==> src/rtl/mr_pkg.sv <==
package mr_pkg;
  typedef enum logic [1:0] {
    RM_NEAR = 2'd0,
    RM_ZERO = 2'd1,
    RM_POS  = 2'd2,
    RM_NEG  = 2'd3
  } rmode_e;

  localparam int EXC_OVF = 2;
  localparam int EXC_UNF = 1;
  localparam int EXC_INX = 0;
  localparam int EXC_W   = 3;
endpackage

==> src/rtl/mr_round_dec.sv <==
module mr_round_dec
  import mr_pkg::*;
(
  input  rmode_e mode_i,
  input  logic   sign_i,
  input  logic   lsb_i,
  input  logic   guard_i,
  input  logic   sticky_i,
  output logic   inc_o
);
  logic lost;
  assign lost = guard_i | sticky_i;

  always_comb begin
    unique case (mode_i)
      RM_NEAR: inc_o = guard_i & (sticky_i | lsb_i);
      RM_ZERO: inc_o = 1'b0;
      RM_POS:  inc_o = lost & ~sign_i;
      RM_NEG:  inc_o = lost & sign_i;
      default: inc_o = 1'b0;
    endcase
  end
endmodule

==> src/rtl/mr_denorm.sv <==
module mr_denorm #(
  parameter int SIGW = 24,
  parameter int EXPW = 10
) (
  input  logic signed [EXPW-1:0] exp_i,
  input  logic [SIGW-1:0]        sig_i,
  input  logic                   guard_i,
  input  logic                   sticky_i,
  output logic [SIGW-1:0]        val_o,
  output logic                   guard_o,
  output logic                   sticky_o
);
  localparam int SHMAX = SIGW + 2;
  localparam int WW    = SIGW + SHMAX;
  localparam int SHW   = $clog2(SHMAX + 1);

  logic [EXPW:0]  amt;
  logic [SHW-1:0] sh;
  logic [WW-1:0]  wide;

  always_comb begin
    amt = (EXPW+1)'(1) - {exp_i[EXPW-1], exp_i};
    if (amt[EXPW])
      sh = '0;
    else if (amt > (EXPW+1)'(SHMAX))
      sh = SHW'(SHMAX);
    else
      sh = SHW'(amt);
    wide     = {sig_i, {SHMAX{1'b0}}} >> sh;
    val_o    = wide[WW-1 -: SIGW];
    guard_o  = wide[SHMAX-1];
    sticky_o = guard_i | sticky_i | (|wide[SHMAX-2:0]);
  end
endmodule

==> src/rtl/mr_core.sv <==
module mr_core
  import mr_pkg::*;
#(
  parameter int EXPW  = 10,
  parameter int FRACW = 23,
  parameter int EXPF  = 8,
  parameter int WRAP  = 192
) (
  input  logic                   sign_i,
  input  logic signed [EXPW-1:0] exp_i,
  input  logic [FRACW:0]         sig_i,
  input  logic                   guard_i,
  input  logic                   sticky_i,
  input  logic [1:0]             rmode_i,
  input  logic [EXC_W-1:0]       trap_en_i,
  output logic [FRACW+EXPF:0]    result_o,
  output logic [EXC_W-1:0]       flags_o,
  output logic [EXC_W-1:0]       trap_o
);
  localparam int SIGW = FRACW + 1;
  localparam int EMAX = (1 << EXPF) - 1;
  localparam logic signed [EXPW:0]   EMAX_S = (EXPW+1)'(EMAX);
  localparam logic signed [EXPW:0]   ZERO_S = '0;
  localparam logic signed [EXPW-1:0] EZ     = '0;
  localparam logic signed [EXPW:0]   WRAP_S = (EXPW+1)'(WRAP);

  rmode_e mode;
  assign mode = rmode_e'(rmode_i);

  logic inexact;
  assign inexact = guard_i | sticky_i;

  // main rounding in normal position
  logic inc_n, do_rnd;
  mr_round_dec u_rnd_main (
    .mode_i(mode), .sign_i(sign_i), .lsb_i(sig_i[0]),
    .guard_i(guard_i), .sticky_i(sticky_i), .inc_o(inc_n)
  );
  assign do_rnd = inc_n & ((exp_i > EZ) | trap_en_i[EXC_UNF]);

  logic [FRACW:0]          frac_r;
  logic signed [EXPW:0]    exp_r;
  assign frac_r = {1'b0, sig_i[FRACW-1:0]} + {{FRACW{1'b0}}, do_rnd};
  assign exp_r  = $signed({exp_i[EXPW-1], exp_i}) + $signed({{EXPW{1'b0}}, frac_r[FRACW]});

  logic is_ovf, is_unf;
  assign is_ovf = exp_r >= EMAX_S;
  assign is_unf = exp_r <= ZERO_S;

  // trial rounding on the full significand for the tininess test
  logic inc_t, not_tiny;
  mr_round_dec u_rnd_trial (
    .mode_i(mode), .sign_i(sign_i), .lsb_i(sig_i[0]),
    .guard_i(guard_i), .sticky_i(sticky_i), .inc_o(inc_t)
  );
  assign not_tiny = (exp_i == EZ) & inexact & inc_t & (&sig_i);

  // denormalize and round again
  logic [SIGW-1:0] dval, dval_r;
  logic            dg, ds, inc_d, d_inexact;
  mr_denorm #(.SIGW(SIGW), .EXPW(EXPW)) u_denorm (
    .exp_i(exp_i), .sig_i(sig_i), .guard_i(guard_i), .sticky_i(sticky_i),
    .val_o(dval), .guard_o(dg), .sticky_o(ds)
  );
  mr_round_dec u_rnd_sub (
    .mode_i(mode), .sign_i(sign_i), .lsb_i(dval[0]),
    .guard_i(dg), .sticky_i(ds), .inc_o(inc_d)
  );
  assign dval_r    = dval + {{(SIGW-1){1'b0}}, inc_d};
  assign d_inexact = dg | ds;

  logic signed [EXPW:0] wrap_dn, wrap_up;
  assign wrap_dn = exp_r - WRAP_S;
  assign wrap_up = exp_r + WRAP_S;

  logic use_inf;
  assign use_inf = (mode == RM_NEAR) | ((mode == RM_POS) & ~sign_i) |
                   ((mode == RM_NEG) & sign_i);

  always_comb begin
    flags_o  = '0;
    trap_o   = '0;
    result_o = {sign_i, exp_r[EXPF-1:0], frac_r[FRACW-1:0]};
    if (is_ovf) begin
      if (trap_en_i[EXC_OVF]) begin
        result_o = {sign_i, wrap_dn[EXPF-1:0], frac_r[FRACW-1:0]};
        trap_o[EXC_OVF] = 1'b1;
        if (inexact) begin
          if (trap_en_i[EXC_INX]) trap_o[EXC_INX] = 1'b1;
          else                    flags_o[EXC_INX] = 1'b1;
        end
      end else begin
        flags_o[EXC_OVF] = 1'b1;
        if (trap_en_i[EXC_INX]) trap_o[EXC_INX] = 1'b1;
        else                    flags_o[EXC_INX] = 1'b1;
        if (use_inf)
          result_o = {sign_i, {EXPF{1'b1}}, {FRACW{1'b0}}};
        else
          result_o = {sign_i, {(EXPF-1){1'b1}}, 1'b0, {FRACW{1'b1}}};
      end
    end else if (is_unf) begin
      if (trap_en_i[EXC_UNF]) begin
        result_o = {sign_i, wrap_up[EXPF-1:0], frac_r[FRACW-1:0]};
        trap_o[EXC_UNF] = 1'b1;
        if (inexact) begin
          if (trap_en_i[EXC_INX]) trap_o[EXC_INX] = 1'b1;
          else                    flags_o[EXC_INX] = 1'b1;
        end
      end else begin
        result_o = {sign_i, {(EXPF-1){1'b0}}, dval_r};
        if (d_inexact) begin
          if (!not_tiny) flags_o[EXC_UNF] = 1'b1;
          if (trap_en_i[EXC_INX]) trap_o[EXC_INX] = 1'b1;
          else                    flags_o[EXC_INX] = 1'b1;
        end
      end
    end else if (inexact) begin
      if (trap_en_i[EXC_INX]) trap_o[EXC_INX] = 1'b1;
      else                    flags_o[EXC_INX] = 1'b1;
    end
  end
endmodule

==> src/rtl/mul_round_unit.sv <==
module mul_round_unit
  import mr_pkg::*;
#(
  parameter int EXPW  = 10,
  parameter int FRACW = 23,
  parameter int EXPF  = 8,
  parameter int WRAP  = 192
) (
  input  logic                   clk,
  input  logic                   rst_n,
  input  logic                   in_valid,
  output logic                   in_ready,
  input  logic                   in_sign,
  input  logic signed [EXPW-1:0] in_exp,
  input  logic [FRACW:0]         in_sig,
  input  logic                   in_guard,
  input  logic                   in_sticky,
  input  logic [1:0]             in_rmode,
  input  logic [EXC_W-1:0]       in_trap_en,
  output logic                   out_valid,
  input  logic                   out_ready,
  output logic [FRACW+EXPF:0]    out_result,
  output logic [EXC_W-1:0]       out_flags,
  output logic [EXC_W-1:0]       out_trap
);
  localparam int RESW = 1 + EXPF + FRACW;

  logic [RESW-1:0]  c_result;
  logic [EXC_W-1:0] c_flags, c_trap;
  logic             take;

  mr_core #(.EXPW(EXPW), .FRACW(FRACW), .EXPF(EXPF), .WRAP(WRAP)) u_core (
    .sign_i(in_sign), .exp_i(in_exp), .sig_i(in_sig),
    .guard_i(in_guard), .sticky_i(in_sticky),
    .rmode_i(in_rmode), .trap_en_i(in_trap_en),
    .result_o(c_result), .flags_o(c_flags), .trap_o(c_trap)
  );

  assign in_ready = ~out_valid | out_ready;
  assign take     = in_valid & in_ready;

  always_ff @(posedge clk) begin
    if (!rst_n) begin
      out_valid  <= 1'b0;
      out_result <= '0;
      out_flags  <= '0;
      out_trap   <= '0;
    end else begin
      if (in_ready) out_valid <= in_valid;
      if (take) begin
        out_result <= c_result;
        out_flags  <= c_flags;
        out_trap   <= c_trap;
      end
    end
  end
endmodule

==> config.mk <==
export PLATFORM = sky130hd
export DESIGN_NAME = mul_round_unit
export DESIGN_NICKNAME = d
export VERILOG_FILES = /design/src/rtl/mr_pkg.sv /design/src/rtl/mr_round_dec.sv /design/src/rtl/mr_denorm.sv /design/src/rtl/mr_core.sv /design/src/rtl/mul_round_unit.sv
export SDC_FILE = /design/constraint.sdc
export NUM_CORES = 1
export LEC_CHECK = 0
export BUFFER_PORTS_ARGS = -buffer_cell sky130_fd_sc_hd__buf_2
export CAP_MARGIN = 20
export CORE_MARGIN = 1
export CORE_UTILIZATION = 35
export DETAILED_ROUTE_END_ITERATION = 10
export PLACE_DENSITY_LB_ADDON = 0.15
export SYNTH_ARGS = -nofsm -noshare
export SYNTH_HDL_FRONTEND = slang
export SYNTH_HIERARCHICAL = 1
export SYNTH_SLANG_ARGS = --single-unit
==> constraint.sdc <==
create_clock -name clk -period 13.2 [get_ports clk]
set_clock_uncertainty 0.15 [all_clocks]
set_input_delay 1.98 -clock clk [delete_from_list [all_inputs] [get_ports clk]]
set_output_delay 1.98 -clock clk [all_outputs]
set_load 0.02 [all_outputs]
Word-level counts from Yosys, hierarchy flattened. Index checks and enable logic that the tools add are counted.

Register bits after elaboration: 39. Input port bits: 46. Output and inout port bits: 40. Logic and storage cells: 80.

Add/subtract/negate cells: 6. $lt $le $gt $ge: 4. Equality and inequality tests: 3. Shift-type cells: 1. Mux-type cells: 34. Bitwise operators: 24. Reductions and logical operators: 4.

Operators by type and width (number): $mux 31 (4); $shr 50x5->50 (1); $reduce_or 25->1 (1); $add 23x1->24 (1); $add 24x1->24 (1); $mux 1 (24); $mux 24 (1); $reduce_and 24->1 (1); $and 1x1->1 (13); $add 10x2->11 (1); $ge 11x9->1 const B (1); $gt 11x5->1 const B (1); $le 11x1->1 const B (1); $sub 2x10->11 const A (1); $gt 10x1->1 const B (1); $logic_not 10->1 (1); $mux 5 (2); $or 1x1->1 (9); $add 8x7->8 const B (1); $pmux 1 s4 (2); $sub 8x7->8 const B (1); $eq 2x2->1 const B (2); $eq 2x1->1 const B (1); $logic_not 2->1 (1); other kinds (2) (3).

Longest topological paths before layout. Gate-level depths: netlist of run 1.

Word-level depth: 14. Gate-level depth with buffers: 27. Depth with buffers taken out: 23.

Modules after synthesis. Netlist of run 1, hierarchy kept.

Modules (own cells, without submodules): mr_denorm (times used 1, cells an instance 367, area each 2387.3 um2, seq. area each 0.0 um2); mr_core (times used 1, cells an instance 346, area each 2337.2 um2, seq. area each 0.0 um2); mul_round_unit (times used 1, cells an instance 170, area each 1565.3 um2, seq. area each 780.7 um2); mr_round_dec (times used 3, cells an instance 5, area each 35.0 um2, seq. area each 0.0 um2).

Worst setup path before layout of run 1. OpenSTA, ideal clock, no wires.

Path type: in2reg. Start point: input in_exp[1]. End point: register out_result[21]. Setup time: 0.120 ns. Arrival: 6.324 ns. Required time: 12.930 ns. Slack: 6.607 ns. Stages on the path: 26. Buffers on the path: 3. Cells stage by stage: buf_6 > clkinv_1 > ha_1 > or3b_2 > nand4_1 > o31a_1 > buf_6 > o31ai_4 > or4_1 > o211ai_1 > o21ai_1 > nand3_1 > nor4_2 > o2111ai_1 > a21oi_1 > nor3_2 > ha_1 > nand2_1 > and4b_1 > clkbuf_1 > nand4_1 > nor2_1 > xnor2_1 > o221ai_1 > nand2_1 > mux2i_1.

Cells in the longest elaborated chain, start to end: 14. Elaborated cells between the ends (all ways): 25. Classes of those cells: add/sub: 4; order compare: 4; shift: 1; mux: 7; bitwise: 8; reduce/logical: 1.

RTL lines: from (decl) (RTL line mul_round_unit.sv:14) `input logic signed [EXPW-1:0] in_exp,`; $sub 2x10->11 (*) (RTL line mr_denorm.sv:22) `amt = (EXPW+1)'(1) - {exp_i[EXPW-1], exp_i};`; $gt 11x5->1 (RTL line mr_denorm.sv:25) `else if (amt > (EXPW+1)'(SHMAX))`; $mux 5 (RTL line mr_denorm.sv:25); $mux 5 (*) (RTL line mr_denorm.sv:23) `if (amt[EXPW])`; $shr 50x5->50 (*) (RTL line mr_denorm.sv:29) `wide = {sig_i, {SHMAX{1'b0}}} >> sh;`; $reduce_or 25->1 (*) (RTL line mr_denorm.sv:32) `sticky_o = guard_i | sticky_i | (|wide[SHMAX-2:0]);`; $or 1x1->1 (*) (RTL line mr_denorm.sv:32); via u_core.ds (RTL line mr_core.sv:60) `logic dg, ds, inc_d, d_inexact;`; $or 1x1->1 (on tied branches) (RTL line mr_round_dec.sv:12, mr_round_dec.sv:16); $and 1x1->1 (on tied branches) (RTL line mr_round_dec.sv:19, mr_round_dec.sv:16, mr_round_dec.sv:18); $pmux 1 s4 (*) (RTL line mr_round_dec.sv:15) `unique case (mode_i)`; via u_core.inc_d (RTL line mr_core.sv:60); $add 24x1->24 (*) (RTL line mr_core.sv:69) `assign dval_r = dval + {{(SIGW-1){1'b0}}, inc_d};`; $mux 31 (*) (RTL line mr_core.sv:102) `if (trap_en_i[EXC_UNF]) begin`; $mux 31 (*) (RTL line mr_core.sv:101) `end else if (is_unf) begin`; $mux 31 (*) (RTL line mr_core.sv:84) `if (is_ovf) begin`; via c_result[21] (RTL line mul_round_unit.sv:28) `logic [RESW-1:0] c_result;`; to (signal assigned) (RTL line mul_round_unit.sv:51) `out_result <= c_result;`; to (decl) (RTL line mul_round_unit.sv:22) `output logic [FRACW+EXPF:0] out_result,`.

The timed path passes the listed nets; every way through them passes the cells marked *. A chain may end at the register's enable or synchronous reset.

Final worst setup path of run 1.
Start point: input in_exp[1]. End point: register out_result[23].

The elaborated chain is that of the path after synthesis.

==> results.cfg, run 1 <==
[run_status]
status = completed

[critical_path]
arrival_ps = 8510
crit_type = in2reg
critPathBufInv = 2
cp-start-kind = input pin
crit_path_end_kind = register
critPathMaxFanout = 47
required_ps = 13200
critPathTopFamily = simple AND/OR/NAND/NOR gates
slowest_delay_ps = 940
crit_slowest_cell = nor3_4
path_cells = buf_2 > clkinv_1 > ha_1 > or3b_2 > nand4_1 > o31a_1 > nor3_4 > nand3_1 > o31ai_1 > o22ai_1 > nand3_1 > nor4_2 > o2111ai_1 > a21oi_1 > nor3_2 > ha_1 > nand2_1 > and4b_1 > nand4_1 > xnor2_1 > a32oi_1 > o221ai_1 > nand2_1 > mux2i_1

[synth]
synth_top_area_cell = dfxtp_1
ys_seq_area_share_pct = 12.21
yosysWarnings = 6
synth_ff_type = dfxtp_1
netlist_area_sq_um = 6395
avgSynthCellArea_sq_um = 7.121
ys_types = 94
synth.ff_latch_count = 39
syn_inst = 898
synth_nets = 954
synth-edff-count = 0
synth_top_area_share_pct = 12.21
synth.most_common_cell = nand2_1
synth_area_leaders = dfxtp_1 (12%), mux2i_1 (10%), nand2_1 (7.7%)
synthArstFlopShare_pct = 0
synth_common_cells = nand2_1 (132), nor2_1 (83), mux2i_1 (65), a21oi_1 (44), dfxtp_1 (39)

[power]
p_per_area_nw_per_um2 = 69.43
p_leak_nw = 2.643
power_mw = 0.4825
p_int_mw = 0.2879
p_comb_share_pct = 44.4
peakVddDrop_v = 0.00007412
netSwitchingPower_mw = 0.1946
seqPwrFrac_pct = 27.1
switching_share_pct = 40.33
clockPowerShare_pct = 28.5

[final_layout]
syn_to_final_growth_pct = 8.687
fillers = 1927
fin_area_sq_um = 6950
final_nets = 986
finalCoreUtilization_pct = 38.69
antenna_cells = 0
drive_gt1_share_pct = 16.65
finalNonFillerCells = 1160

[drt]
detail_route.iter0.violations = 661
vias = 7292
firstDrtPassIters = 5
drc_errors = 0
route.final.wire_length_microns = 24280
route.detailed.wl_per_inst_microns = 20.93
final_antenna_net_count = 0
viasPerCell = 6.286

[grt]
grt_pass1_vias = 6487
antenna_found_initial = 0
overflow = 0
grt_pass1_wl_microns = 36800
grt_max_degree = 78
gr-usage-all-layers_pct = 25.21

[placement]
dp_slack_ps = 4485
hpwl_microns = 17780
port_buffers = 85
placed_cells = 1151
gp_congestion = 0.9404
placed_cell_area_sq_um = 6754

[timing]
hold-worst-slack_ps = 302.2
post-route-period-util_pct = 64.50
setup_violations = 0
period_minus_slack_ps = 8513
tns_ps = 0
setup_ws_ps = 4687
fmax_mhz = 117.5
maxSlewViolCount = 0
maxSlewHeadroom_pct = 25.94
hold_violations = 0
worst_pin_slew_ps = 1107
rsz0062_at_grt = no

[clock_network]
cts_buffer_depth = 2
cts_tree = done
path_clk_slew_ps = 60
ctsResizeCount = 0
post_cts_buffers = 0
insertion_delay_ps = 280
cts_hold_buffers = 0
root_buffer = clkbuf_16
cts.htree.levels = 2
cts_sinks = 39
cts_buffers = 5

[floorplanning]
core_area_sq_um = 17960
ioPinCount = 86
rows = 49
die_area_sq_um = 18820
fp.dieW_microns = 137.2
die_h_microns = 137.2
initial_core_util_pct = 35.60

[worst_hold_path]
hold_path_class = reg2reg

[run]
max_cap_violations = 0
[area by class of cell]
type / count / area, sq um / area share [%]
timing repair buffer: 95 / 520.5 / 7.489
sequential: 39 / 780.7 / 11.23
tap: 229 / 286.5 / 4.122
multi-input combinational: 771 / 5126 / 73.75
inverter: 18 / 67.56 / 0.9721
clock inverter: 3 / 43.79 / 0.6301
clock buffer: 5 / 125.1 / 1.800
[cells by family after synthesis]
family | count (synthesis) | share of synthesized area, %
flops | 39 | 12.21
compound gates | 248 | 29.09
fa+ha+maj | 10 | 1.957
simple gates | 385 | 29.90
mux | 71 | 11.23
xor+xnor | 57 | 7.924
buf+inv | 88 | 7.689
[tightest hold or removal path, delay by kind of cell, from the launching register on]
family | cells | cell delay (ps)
muxes | 1 | 50
and+or+nand+nor | 1 | 50
DFF | 1 | 300
[power groups by stage]
| stage | clock [mW] | sequential (mW) | combinational (mW) |
|---|---|---|---|
| 4_1_cts | 0.140 | 0.131 | 0.209 |
| 5_1_grt | 0.147 | 0.132 | 0.230 |
| 2_1_floorplan | 0 | 0.144 | 0.134 |
| 6_report | 0.138 | 0.131 | 0.214 |
| 3_5_place_dp | 0 | 0.133 | 0.208 |
| 3_3_place_gp | 0 | 0.133 | 0.209 |
[cells in the final DEF (no fill, tap or decap), types with 10 or more instances in the layout]
cell	instances
nand2_1	132
buf_2	85
nor2_1	83
mux2i_1	65
a21oi_1	43
dfxtp_1	39
nand3_1	36
xnor2_1	36
nor3_1	31
o22ai_1	28
o21ai_0	24
o211ai_1	23
nand4_1	20
xor2_1	20
inv_1	17
a211oi_1	12
o221ai_1	11
nor4_1	11
ha_1	10
[path summary, 6_finish.rpt]
check                      from        endpoint  slack [ps]  cells after the start
setup / recovery      in_exp[1]  out_result[23]        4690                     24
hold / removal    out_result[2]   out_result[2]         300                      2
setup reg to reg      out_valid  out_result[31]       11710                      3
hold reg to reg   out_result[2]   out_result[2]         300                      2
[metal layers]
layer / vias to the layer above / GRT usage (%) / wire length [microns]
met3: 62 / 3.274 / 2060
met4: 0 / 9.463 / 723
met1: 3412 / 35.71 / 11180
met5: - / 0 / 0
li1: 3421 / - / -
met2: 397 / 38.47 / 10310
[sequential cells by signal, summed over array words and instances, names as in the netlist]
signal	cells
out_result	32
out_trap	3
out_valid	1
out_flags	3
No activity file was read; power rests on OpenSTA's default activity.
==> run 2: changes to the inputs <==
==> constraint.sdc (replaced) <==
create_clock -name clk -period 8.4 [get_ports clk]
set_clock_uncertainty 0.15 [all_clocks]
set_input_delay 1.26 -clock clk [delete_from_list [all_inputs] [get_ports clk]]
set_output_delay 1.26 -clock clk [all_outputs]
set_load 0.02 [all_outputs]
==> run 2 against run 1 <==
Routed wire length is 2.0% lower. Utilization is essentially flat. Register-to-register slack got worse by 4800 ps. Final cell count rose by 0.17%. Global-route usage rose by 0.15 points.
==> results.cfg, run 2 (same netlist as run 1, synthesis figures left out) <==
[drt]
route.final.wire_length_microns = 23790
firstDrtPassIters = 5
final_antenna_net_count = 0
vias = 7139
route.detailed.wl_per_inst_microns = 20.47
viasPerCell = 6.144
detail_route.iter0.violations = 675
drc_errors = 0

[critical_path]
critPathMostFrequentCell = ha_1
crit_slowest_cell = or3b_2
critPathBufInv = 2
cp-start-kind = input pin
arrival_ps = 6890
worst-path-stages = 24
crit_type = in2reg
crit_path_end_kind = register
required_ps = 8400
slowest_delay_ps = 520
critPathTopFamily = simple AND/OR/NAND/NOR gates
critPathMaxFanout = 13
path_cells = buf_2 > clkinv_1 > ha_1 > or3b_2 > nand4_1 > o31a_1 > o21ai_2 > o21ai_0 > and3_1 > a31oi_1 > nor4b_2 > a32o_1 > o2111ai_1 > nor3_1 > nor3_2 > ha_1 > ha_1 > nand4_1 > nor3_1 > xnor2_1 > nand2_1 > a22o_1 > nand2_1 > mux2i_1
r2r_cells = 3

[power]
p_leak_nw = 2.645
netSwitchingPower_mw = 0.3035
clockPowerShare_pct = 28.8
p_comb_share_pct = 44.0
p_per_area_nw_per_um2 = 108.7
seqPwrFrac_pct = 27.1
peakVddDrop_v = 0.0001059
p_int_mw = 0.4518
switching_share_pct = 40.18

[grt]
grt_pass1_vias = 6513
overflow = 0
grt_max_degree = 78
met3_usage_pct = 4.084
grt-busiest-layer = met2
use_met2_pct = 38.55
antenna_found_initial = 0
gr-usage-all-layers_pct = 25.35
grt_use_met1_pct = 35.89
grt_pass1_wl_microns = 37380

[final_layout]
fillers = 1981
largest_register_ffs = 32
top_regs = out_result x32, out_flags x3, out_trap x3
multiInputGateArea_sq_um = 5126
final_cell_mix = nand2_1 (132), buf_2 (85), nor2_1 (83)
top_register = out_result
syn_to_final_growth_pct = 8.609
drive_gt1_share_pct = 16.83
final_common_cell = nand2_1
final_nets = 988
seq_area_sq_um = 780.7
antenna_cells = 0

[floorplanning]
die_h_microns = 137.2
core_area_sq_um = 17960
rows = 49
initial_core_util_pct = 35.60
fp.dieW_microns = 137.2
die_area_sq_um = 18820
ioPinCount = 86

[timing]
tns_ps = 0
setup_violations = 0
hold_violations = 0
rsz0062_at_grt = no
post-route-period-util_pct = 82.11
worst_pin_slew_ps = 1094
maxSlewViolCount = 0
hold-worst-slack_ps = 300.8
fmax_mhz = 145.0
maxSlewHeadroom_pct = 27.04
period_minus_slack_ps = 6897

[clock_network]
cts_tree = done
cts.htree.levels = 2
cts_hold_buffers = 0
root_buffer = clkbuf_16
cts_buffer_depth = 2
cts_buffers = 5
post_cts_buffers = 0
ctsResizeCount = 0
cts_sinks = 39
insertion_delay_ps = 280
path_clk_slew_ps = 60

[worst_hold_path]
hold_path_class = reg2reg
hold_depth = 2

[placement]
gp_congestion = 0.9638
hpwl_microns = 17750
port_buffers = 85

[run_status]
status = completed

[run]
max_cap_violations = 0
[run 2: cell types whose count changed in the layout (fill, tap and decap cells not counted)]
| cell | before | now |
|---|---|---|
| buf_4 | 9 | 12 |
| buf_16 | 1 | 0 |
[run 2: tightest hold or removal path, delay by kind of cell (launching register included)]
| family | cells | cell delay (ps) |
|---|---|---|
| flip-flops | 1 | 300 |
| AND/OR/NAND/NOR | 1 | 50 |
| multiplexers | 1 | 50 |
[run 2: path summary, 6_finish.rpt]
| path | slack, ps | to | start |
|---|---|---|---|
| worst max-delay path | 1500 | out_result[22] | in_exp[1] |
| worst min-delay path | 300 | out_result[10] | out_result[10] |
| worst max register to register | 6890 | out_result[31] | out_valid |
| worst min register to register | 300 | out_result[10] | out_result[10] |
[run 2: through the flow]
stage	area [sq um]	cells	power (mW)	worst slack, ps	utilization [%]
2_1_floorplan	6395	898	0.4355	2527	-
3_3_place_gp	6777	1154	0.5359	1412	37.72
3_5_place_dp	6777	1154	0.5345	1322	37.72
4_1_cts	6945	1162	0.7564	1621	38.66
5_1_grt	6945	1162	0.8006	1008	38.66
6_report	6945	1162	0.7553	1503	38.66
[run 2: metal layers]
metal	part of all wire (%)	vias to the layer above
li1	-	3425
met2	43	312
met1	47	3349
met3	6.8	53
met4	3.1	0
met5	0	-
[run 2: layout make-up]
class	count	area share, %
Tap cell	229	4.125
Multi-Input combinational cell	771	73.81
Clock inverter	3	0.6305
Sequential cell	39	11.24
Inverter	18	0.9728
Clock buffer	5	1.801
Timing Repair Buffer	97	7.422
[run 2: power by group through the flow]
stage	clock, mW	sequential (mW)	combinational, mW
3_5_place_dp	0	0.209	0.325
4_1_cts	0.224	0.205	0.327
6_report	0.218	0.205	0.333
3_3_place_gp	0	0.209	0.327
2_1_floorplan	0	0.226	0.210
5_1_grt	0.232	0.207	0.361
